--- config.mk ---
export PLATFORM = sky130hd
export DESIGN_NAME = patch_match_unit
export DESIGN_NICKNAME = d
export VERILOG_FILES = /design/src/rtl/pmu_pkg.sv /design/src/rtl/pmu_regfile.sv /design/src/rtl/pmu_comparator.sv /design/src/rtl/pmu_arbiter.sv /design/src/rtl/patch_match_unit.sv
export SDC_FILE = /design/constraint.sdc
export NUM_CORES = 1
export LEC_CHECK = 0
export BUFFER_PORTS_ARGS = -buffer_cell sky130_fd_sc_hd__buf_2
export CAP_MARGIN = 20
export CELL_PAD_IN_SITES_DETAIL_PLACEMENT = 2
export CELL_PAD_IN_SITES_GLOBAL_PLACEMENT = 2
export CORE_UTILIZATION = 38
export CTS_CLUSTER_SIZE = 40
export DETAILED_ROUTE_END_ITERATION = 8
export GPL_ROUTABILITY_DRIVEN = 0
export MAX_ROUTING_LAYER = met4
export PLACE_DENSITY_LB_ADDON = 0.1
export SLEW_MARGIN = 20
export SYNTH_ARGS = -nofsm -noshare
export SYNTH_HDL_FRONTEND = slang
export SYNTH_SLANG_ARGS = --single-unit
--- constraint.sdc ---
create_clock -name clk -period 6.4 [get_ports clk]
set_clock_uncertainty 0.05 [all_clocks]
set_input_delay 0.64 -clock clk [delete_from_list [all_inputs] [get_ports clk]]
set_output_delay 0.64 -clock clk [all_outputs]
set_load 0.1 [all_outputs]
--- src/rtl/pmu_pkg.sv ---
// Shared types and register map for the patch and breakpoint comparator unit.
// Assumes a word-spaced register port with byte offsets; low two bits ignored.
package pmu_pkg;

    // Action selected by a comparator on a hit
    typedef enum logic [1:0] {
        ACT_REMAP   = 2'd0,
        ACT_BK_LO   = 2'd1,
        ACT_BK_HI   = 2'd2,
        ACT_BK_BOTH = 2'd3
    } act_t;

    // Stored state of one comparator
    typedef struct packed {
        act_t        act;
        logic [26:0] cmp_word;   // address bits [28:2]
        logic        en;
    } comp_cfg_t;

    // Word indices of the register map
    localparam int unsigned WORD_CTRL  = 0;
    localparam int unsigned WORD_BASE  = 1;
    localparam int unsigned WORD_COMP0 = 2;

    // Remap table index width: 32-byte table, eight words
    localparam int unsigned SLOT_W = 3;

endpackage

--- src/rtl/pmu_regfile.sv ---
// Register storage for the unit: global enable (key-guarded), remap base and
// one configuration word per comparator. Read data is combinational.
// Assumes NUM_CODE + NUM_LIT <= 8 and fits the word index space of REG_AW.
module pmu_regfile
    import pmu_pkg::*;
#(
    parameter int unsigned NUM_CODE = 6,
    parameter int unsigned NUM_LIT  = 2,
    parameter int unsigned REG_AW   = 6,
    localparam int unsigned NUM_COMP = NUM_CODE + NUM_LIT,
    localparam int unsigned WORD_W   = REG_AW - 2
) (
    input  logic                      clk,
    input  logic                      rst_n,
    input  logic                      reg_wr,
    input  logic [REG_AW-1:0]         reg_addr,
    input  logic [31:0]               reg_wdata,
    output logic [31:0]               reg_rdata,
    output logic                      glob_en,
    output logic [23:0]               remap_base,
    output comp_cfg_t [NUM_COMP-1:0]  cfg
);

    logic [WORD_W-1:0] word;
    logic [1:0]        unused_lsb;

    assign word       = reg_addr[REG_AW-1:2];
    assign unused_lsb = reg_addr[1:0];

    // Control register: global enable changes only with the key bit set
    always_ff @(posedge clk) begin
        if (!rst_n)
            glob_en <= 1'b0;
        else if (reg_wr && word == WORD_W'(WORD_CTRL) && reg_wdata[1])
            glob_en <= reg_wdata[0];
    end

    // Remap base register: only bits [28:5] are kept
    always_ff @(posedge clk) begin
        if (!rst_n)
            remap_base <= '0;
        else if (reg_wr && word == WORD_W'(WORD_BASE))
            remap_base <= reg_wdata[28:5];
    end

    // One configuration register per comparator
    for (genvar gi = 0; gi < NUM_COMP; gi++) begin : g_cfg
        // Capture action, compare word and enable on a write to this slot
        always_ff @(posedge clk) begin
            if (!rst_n)
                cfg[gi] <= '0;
            else if (reg_wr && word == WORD_W'(WORD_COMP0 + gi)) begin
                cfg[gi].act      <= act_t'(reg_wdata[31:30]);
                cfg[gi].cmp_word <= reg_wdata[28:2];
                cfg[gi].en       <= reg_wdata[0];
            end
        end
    end

    // Read mux: fixed identification fields plus stored state
    always_comb begin
        reg_rdata = '0;
        if (word == WORD_W'(WORD_CTRL)) begin
            reg_rdata[0]     = glob_en;
            reg_rdata[7:4]   = 4'(NUM_CODE);
            reg_rdata[11:8]  = 4'(NUM_LIT);
            reg_rdata[13:12] = 2'd0;
        end else if (word == WORD_W'(WORD_BASE)) begin
            reg_rdata[28:5]  = remap_base;
        end else begin
            for (int i = 0; i < NUM_COMP; i++) begin
                if (word == WORD_W'(WORD_COMP0 + i)) begin
                    reg_rdata[31:30] = cfg[i].act;
                    reg_rdata[28:2]  = cfg[i].cmp_word;
                    reg_rdata[0]     = cfg[i].en;
                end
            end
        end
    end

    // A keyless control write must leave the global enable unchanged
    assert_key_guard_R2: assert property (@(posedge clk) disable iff (!rst_n)
        (reg_wr && word == WORD_W'(WORD_CTRL) && !reg_wdata[1]) |=> $stable(glob_en));

    // A write to another register must leave the remap base unchanged
    assert_base_hold_R4: assert property (@(posedge clk) disable iff (!rst_n)
        (reg_wr && word != WORD_W'(WORD_BASE)) |=> $stable(remap_base));

endmodule

--- src/rtl/pmu_comparator.sv ---
// One address comparator. Reports a qualified hit when the access type fits
// its kind, the upper address bits are zero and the word address matches.
// A literal comparator qualifies only when its action is remap.
module pmu_comparator
    import pmu_pkg::*;
#(
    parameter bit IS_LITERAL = 1'b0
) (
    input  comp_cfg_t    cfg,
    input  logic         glob_en,
    input  logic         acc_valid,
    input  logic         acc_is_load,
    input  logic [29:0]  acc_word,     // access address bits [31:2]
    output logic         hit
);

    logic type_ok;
    logic act_ok;
    logic addr_ok;

    // Kind and action qualification, fixed per instance
    if (IS_LITERAL) begin : g_lit
        assign type_ok = acc_is_load;
        assign act_ok  = (cfg.act == ACT_REMAP);
    end else begin : g_code
        assign type_ok = !acc_is_load;
        assign act_ok  = 1'b1;
    end

    // Address match in the low code region only
    assign addr_ok = (acc_word[29:27] == 3'b000) && (acc_word[26:0] == cfg.cmp_word);

    // Combine all qualifiers into one hit flag
    always_comb begin
        hit = acc_valid && glob_en && cfg.en && type_ok && act_ok && addr_ok;
    end

endmodule

--- src/rtl/pmu_arbiter.sv ---
// Chooses the lowest-numbered hitting comparator and turns its action into
// the remap or breakpoint outputs. Assumes at most 2**SLOT_W comparators.
module pmu_arbiter
    import pmu_pkg::*;
#(
    parameter int unsigned NUM_COMP = 8
) (
    input  logic                   clk,
    input  logic                   rst_n,
    input  logic [NUM_COMP-1:0]    hits,
    input  act_t [NUM_COMP-1:0]    acts,
    input  logic [23:0]            remap_base,
    output logic [NUM_COMP-1:0]    grant,
    output logic                   remap_valid,
    output logic [31:0]            remap_addr,
    output logic                   bkpt_lo,
    output logic                   bkpt_hi
);

    logic              any;
    logic [SLOT_W-1:0] sel;
    act_t              sel_act;

    // Fixed priority: first set hit from index 0 upward wins
    always_comb begin
        any     = 1'b0;
        sel     = '0;
        sel_act = ACT_REMAP;
        grant   = '0;
        for (int i = 0; i < NUM_COMP; i++) begin
            if (hits[i] && !any) begin
                any      = 1'b1;
                sel      = SLOT_W'(i);
                sel_act  = acts[i];
                grant[i] = 1'b1;
            end
        end
    end

    // Decode the winning action into the port flags
    always_comb begin
        remap_valid = any && (sel_act == ACT_REMAP);
        bkpt_lo     = any && (sel_act == ACT_BK_LO || sel_act == ACT_BK_BOTH);
        bkpt_hi     = any && (sel_act == ACT_BK_HI || sel_act == ACT_BK_BOTH);
        remap_addr  = remap_valid ? {3'b000, remap_base, sel, 2'b00} : 32'd0;
    end

    // At most one comparator is granted per access
    assert_single_grant_R10: assert property (@(posedge clk) disable iff (!rst_n)
        $onehot0(grant));

    // Remap and breakpoint never occur together
    assert_excl_action_R7: assert property (@(posedge clk) disable iff (!rst_n)
        remap_valid |-> !(bkpt_lo || bkpt_hi));

    // A granted comparator below the winner index cannot also be hitting
    assert_lowest_wins_R10: assert property (@(posedge clk) disable iff (!rst_n)
        (grant != '0) |-> ((hits & (grant - 1'b1)) == '0));

endmodule

--- src/rtl/patch_match_unit.sv ---
// Top of the instruction patch and breakpoint comparator unit. Fetch
// comparators come first, load comparators follow; one configuration word
// per comparator. Outputs are combinational from the access inputs.
module patch_match_unit
    import pmu_pkg::*;
#(
    parameter int unsigned NUM_CODE = 6,
    parameter int unsigned NUM_LIT  = 2,
    parameter int unsigned REG_AW   = 6
) (
    input  logic              clk,
    input  logic              rst_n,
    input  logic              reg_wr,
    input  logic [REG_AW-1:0] reg_addr,
    input  logic [31:0]       reg_wdata,
    output logic [31:0]       reg_rdata,
    input  logic              acc_valid,
    input  logic              acc_is_load,
    input  logic [31:0]       acc_addr,
    output logic              remap_valid,
    output logic [31:0]       remap_addr,
    output logic              bkpt_lo,
    output logic              bkpt_hi
);

    localparam int unsigned NUM_COMP = NUM_CODE + NUM_LIT;

    logic                     glob_en;
    logic [23:0]              remap_base;
    comp_cfg_t [NUM_COMP-1:0] cfg;
    logic [NUM_COMP-1:0]      hits;
    act_t [NUM_COMP-1:0]      acts;
    logic [NUM_COMP-1:0]      grant;
    logic [1:0]               unused_acc_lsb;

    assign unused_acc_lsb = acc_addr[1:0];

    pmu_regfile #(
        .NUM_CODE (NUM_CODE),
        .NUM_LIT  (NUM_LIT),
        .REG_AW   (REG_AW)
    ) u_regs (
        .clk        (clk),
        .rst_n      (rst_n),
        .reg_wr     (reg_wr),
        .reg_addr   (reg_addr),
        .reg_wdata  (reg_wdata),
        .reg_rdata  (reg_rdata),
        .glob_en    (glob_en),
        .remap_base (remap_base),
        .cfg        (cfg)
    );

    // Comparator bank: fetch kind below NUM_CODE, load kind above
    for (genvar gi = 0; gi < NUM_COMP; gi++) begin : g_cmp
        pmu_comparator #(
            .IS_LITERAL (gi >= NUM_CODE)
        ) u_cmp (
            .cfg         (cfg[gi]),
            .glob_en     (glob_en),
            .acc_valid   (acc_valid),
            .acc_is_load (acc_is_load),
            .acc_word    (acc_addr[31:2]),
            .hit         (hits[gi])
        );
        assign acts[gi] = cfg[gi].act;
    end

    pmu_arbiter #(
        .NUM_COMP (NUM_COMP)
    ) u_arb (
        .clk         (clk),
        .rst_n       (rst_n),
        .hits        (hits),
        .acts        (acts),
        .remap_base  (remap_base),
        .grant       (grant),
        .remap_valid (remap_valid),
        .remap_addr  (remap_addr),
        .bkpt_lo     (bkpt_lo),
        .bkpt_hi     (bkpt_hi)
    );

    // No output without a valid access
    assert_idle_quiet_R11: assert property (@(posedge clk) disable iff (!rst_n)
        !acc_valid |-> !(remap_valid || bkpt_lo || bkpt_hi));

    // Global enable gates every comparator
    assert_global_gate_R3: assert property (@(posedge clk) disable iff (!rst_n)
        !glob_en |-> (hits == '0));

    // Remap target lies in the low region and is word aligned
    assert_remap_shape_R6: assert property (@(posedge clk) disable iff (!rst_n)
        remap_valid |-> (remap_addr[31:29] == 3'b000 && remap_addr[1:0] == 2'b00));

    // Accesses outside the low region never hit
    assert_region_R5: assert property (@(posedge clk) disable iff (!rst_n)
        (acc_addr[31:29] != 3'b000) |-> (grant == '0));

endmodule

==> results.md <==
* Nets at 1984
* Non-Filler Instances at 2444
* CTS buffer count at 36
* Iter 0 DRT Violations at 1123
* Worst setup margin at 1.15 ns
* WL/cell at 29.1 µm
* Total grt overflow at 0
* Core area at 37800 µm²
* Hold Buf Count CTS at 0
* CTS root buffer: clkbuf_16
* Max incr delay on CP at 1.05 ns
* Vias in the first global route at 15300
* Crit-path max FO at 26
* Gr busiest metal: met2
* Post-Route Setup TNS at 0 ns
* 1st-pass router iterations at 8
* Count of buffer and inverter cells on the critical path at 3
* Largest net degree at the start of global routing at 115
* First-pass GRT wire length at 103000 µm
* Mapped Cells at 1884
* Power per cell area at 256 nW/µm²
* Async S/R FF share, synth at 0
* Cell Area, Placed at 15500 µm²
* Post-synth EDFFs at 0
* Synth warn at 0
* Synth Register Bits at 265
* Worst path required time at 5.71 ns
* Die Span Y at 198 µm
* R2R cell count at 2
* Clock Latency Late Sink at 0.54 ns
* CP Capture Type: output port
* RSZ-0062 raised after global routing: false
* Via Count at 14700
* Worst Hold Depth at 3
* Hold Path Origin: reg_wdata[11]
* Final period utilization at 0.820
* Most used DFF post-synth: dfxtp_1
* Worst EP arrival at 4.56 ns
* Synth cell types at 52
* Reg clk slew, reported paths at 0.05 ns
* Site Rows at 71
* Die Width at 198 µm
* Starting Density at 0.388
* Final Hold Vio Count at 0
* Met1 GRT Util at 0.461
* Max-cap violations at 0
* Critical path launch point type: input port
* Count of clock tree sinks at 265
* Met2 usage at 0.601
* Worst reg2reg path endpoint: u_regs.cfg[154]
* Avg Inst Size Synth at 7.77 µm²
* FILL cells at 4360
* Origin of the critical flop-to-flop path: u_regs.cfg[154]
* Top-Level Pins at 142
* Vias per std cell at 6.01
* Post-route DRC at 0
* Worst vdd ir at 0.169 mV
* Placed cell count at 2382
* Final setup vio count at 0
* CTS resizes at 0
* Slew Limit Fails at 0
* Hold Crit Class: in2reg
* DPL Wire Length at 50900 µm
* Minimum clock period at 5.25 ns
* Total power at 4.26 mW
* Die area at 39300 µm²
* Critical Path Slowest Stage Cell: nor4_1
* WHS Endpoint: u_regs.cfg[130]
* DP Worst Slack at 1.49 ns
* Final wirelength at 71100 µm
* Worst Max-Slew Pin Slew at 1.17 ns
* Post-CTS Setup Bufs at 0
* Outcome: complete, no violations
* CTS tree: built
* Leakage at 5.52 nW
* Initial antenna violation count at 3
* CTS Buffer Depth at 3
* # port buffers at 129
* Kind of critical path: in2out
* Worst R2R Setup Slack at 5.47 ns
* Synthesized area at 14600 µm²
* H-tree depth at 2
* Slew headroom at 0.211
* Total global-route track usage at 0.375
* Post-synthesis sequential area ratio at 0.362
* Antenna-violating nets left at 0
* CP Cell Sequence: buf_2 -> xnor2_1 -> nand4_1 -> nor4_1 -> and2_1 -> nor3_1 -> a32o_1 -> a211oi_4 -> buf_4 -> and2_1 -> buf_2
* Design area at 16700 µm²
* Met3 GRT Util at 0.0577
* Share of cells above drive strength 1 at 0.128
* Family with the most delay on the worst path: simple AND/OR/NAND/NOR gates
* Fmax at 191 MHz
* Layout area overhead at 13.9%
-- metrics by stage --
| step | hold slack, ns | util |
|---|---|---|
| 6_report | 0.393 | 0.442 |
| 5_1_grt | 0.423 | 0.442 |
| 4_1_cts | 0.395 | 0.442 |
| 2_1_floorplan | 0.401 | - |
| 3_3_place_gp | 0.418 | 0.410 |
| 3_5_place_dp | 0.432 | 0.410 |
-- cells in the mapped netlist, types with 20 or more instances --
cell      instances  area, µm²
a22oi_1          49        368
buf_2            27        135
dfxtp_1         265       5310
clkbuf_1        139        522
nand2_1         574       2150
nor2_1           21       78.8
o21ai_0          30        150
xnor2_1         196       1720
a21oi_1          36        180
and2_1           31        194
nand3_1          25        125
nand4_1          53        332
xor2_1           20        175
a21boi_0        264       1980
-- power by group --
group	switching [mW]	leakage [nW]	internal, mW
Sequential	0.0225	2.14	1.67
Combinational	0.377	2.80	0.133
Clock	0.791	0.587	1.27
Total	1.19	5.52	3.07
-- sequential cells by signal (all words and copies together) (netlist names) --
name,flops
u_regs.cfg,240
u_regs.glob_en,1
u_regs.remap_base,24
-- layout by cell type, fill, tap and decap left out, drive strengths merged, types with 2 or more instances in the layout --
master | netlist | final
or2 | 4 | 4
mux2 | 12 | 12
clkinv | 0 | 2
a211oi | 2 | 2
nand3b | 2 | 2
a21oi | 36 | 36
or3 | 2 | 2
o2111ai | 7 | 7
bufinv | 0 | 2
nor4 | 19 | 19
a22o | 2 | 2
buf | 43 | 163
clkbuf | 139 | 56
nand3 | 25 | 25
a222oi | 15 | 15
nand2b | 5 | 5
diode | 0 | 2
a221oi | 14 | 14
nor2b | 6 | 6
dfxtp | 265 | 265
a21boi | 264 | 264
or4 | 2 | 2
nand2 | 574 | 574
inv | 4 | 4
nand4 | 53 | 53
conb | 1 | 7
xor2 | 20 | 20
and3 | 7 | 7
o221ai | 3 | 3
a22oi | 49 | 49
nor2 | 21 | 21
o21ai | 30 | 30
a31oi | 11 | 11
xnor2 | 196 | 196
nor3 | 6 | 6
mux2i | 3 | 3
and2 | 31 | 31
-- layer usage --
metal	vias to the layer above	share of wire	routed length [µm]
li1	6392	-	-
met1	7587	0.42	29600
met2	551	0.47	33600
met3	168	0.063	4470
met4	0	0.048	3420
met5	-	0	0
-- worst reg2reg max path: cells and delay by family (launching register included) --
kind               cells  cell delay, ns
and+or+nand+nor        1            0.11
AOI/OAI and AO/OA      1            0.25
DFF                    1            0.42
-- layout make-up --
type | count | area [µm²] | area share
repair buffers | 163 | 907 | 0.0544
clock buffers | 56 | 1120 | 0.0670
diodes | 2 | 5.00 | 0.000300
clock inverters | 4 | 70.1 | 0.00420
flip-flops and latches | 265 | 5310 | 0.318
multi-input cells | 1439 | 8620 | 0.517
inverters | 4 | 15.0 | 0.000900
well taps | 511 | 639 | 0.0383
-- how the worst max path moves through the flow --
stage | cells past startpoint | start | slack [ns] | endpoint
2_1_floorplan | 6 | reg_addr[5] | 1.66 | reg_rdata[9]
3_3_place_gp | 10 | acc_addr[24] | 1.57 | remap_addr[16]
3_5_place_dp | 11 | acc_addr[20] | 1.49 | remap_addr[8]
4_1_cts | 10 | u_regs.cfg[79] | 1.45 | remap_addr[8]
5_1_grt | 10 | u_regs.cfg[79] | 1.21 | remap_addr[28]
6_report | 11 | acc_addr[20] | 1.15 | remap_addr[8]
-- cells by family after synthesis --
kind of cell           count (synthesis)  synth area share
flip-flops                           265             0.362
AO/OA/AOI/OAI                        442             0.221
other                                  1          0.000256
AND/OR/NAND/NOR                      759             0.222
buffers and inverters                186            0.0538
multiplexers                          15            0.0115
XOR/XNOR                             216             0.129
(Power assumes the default switching activity.)
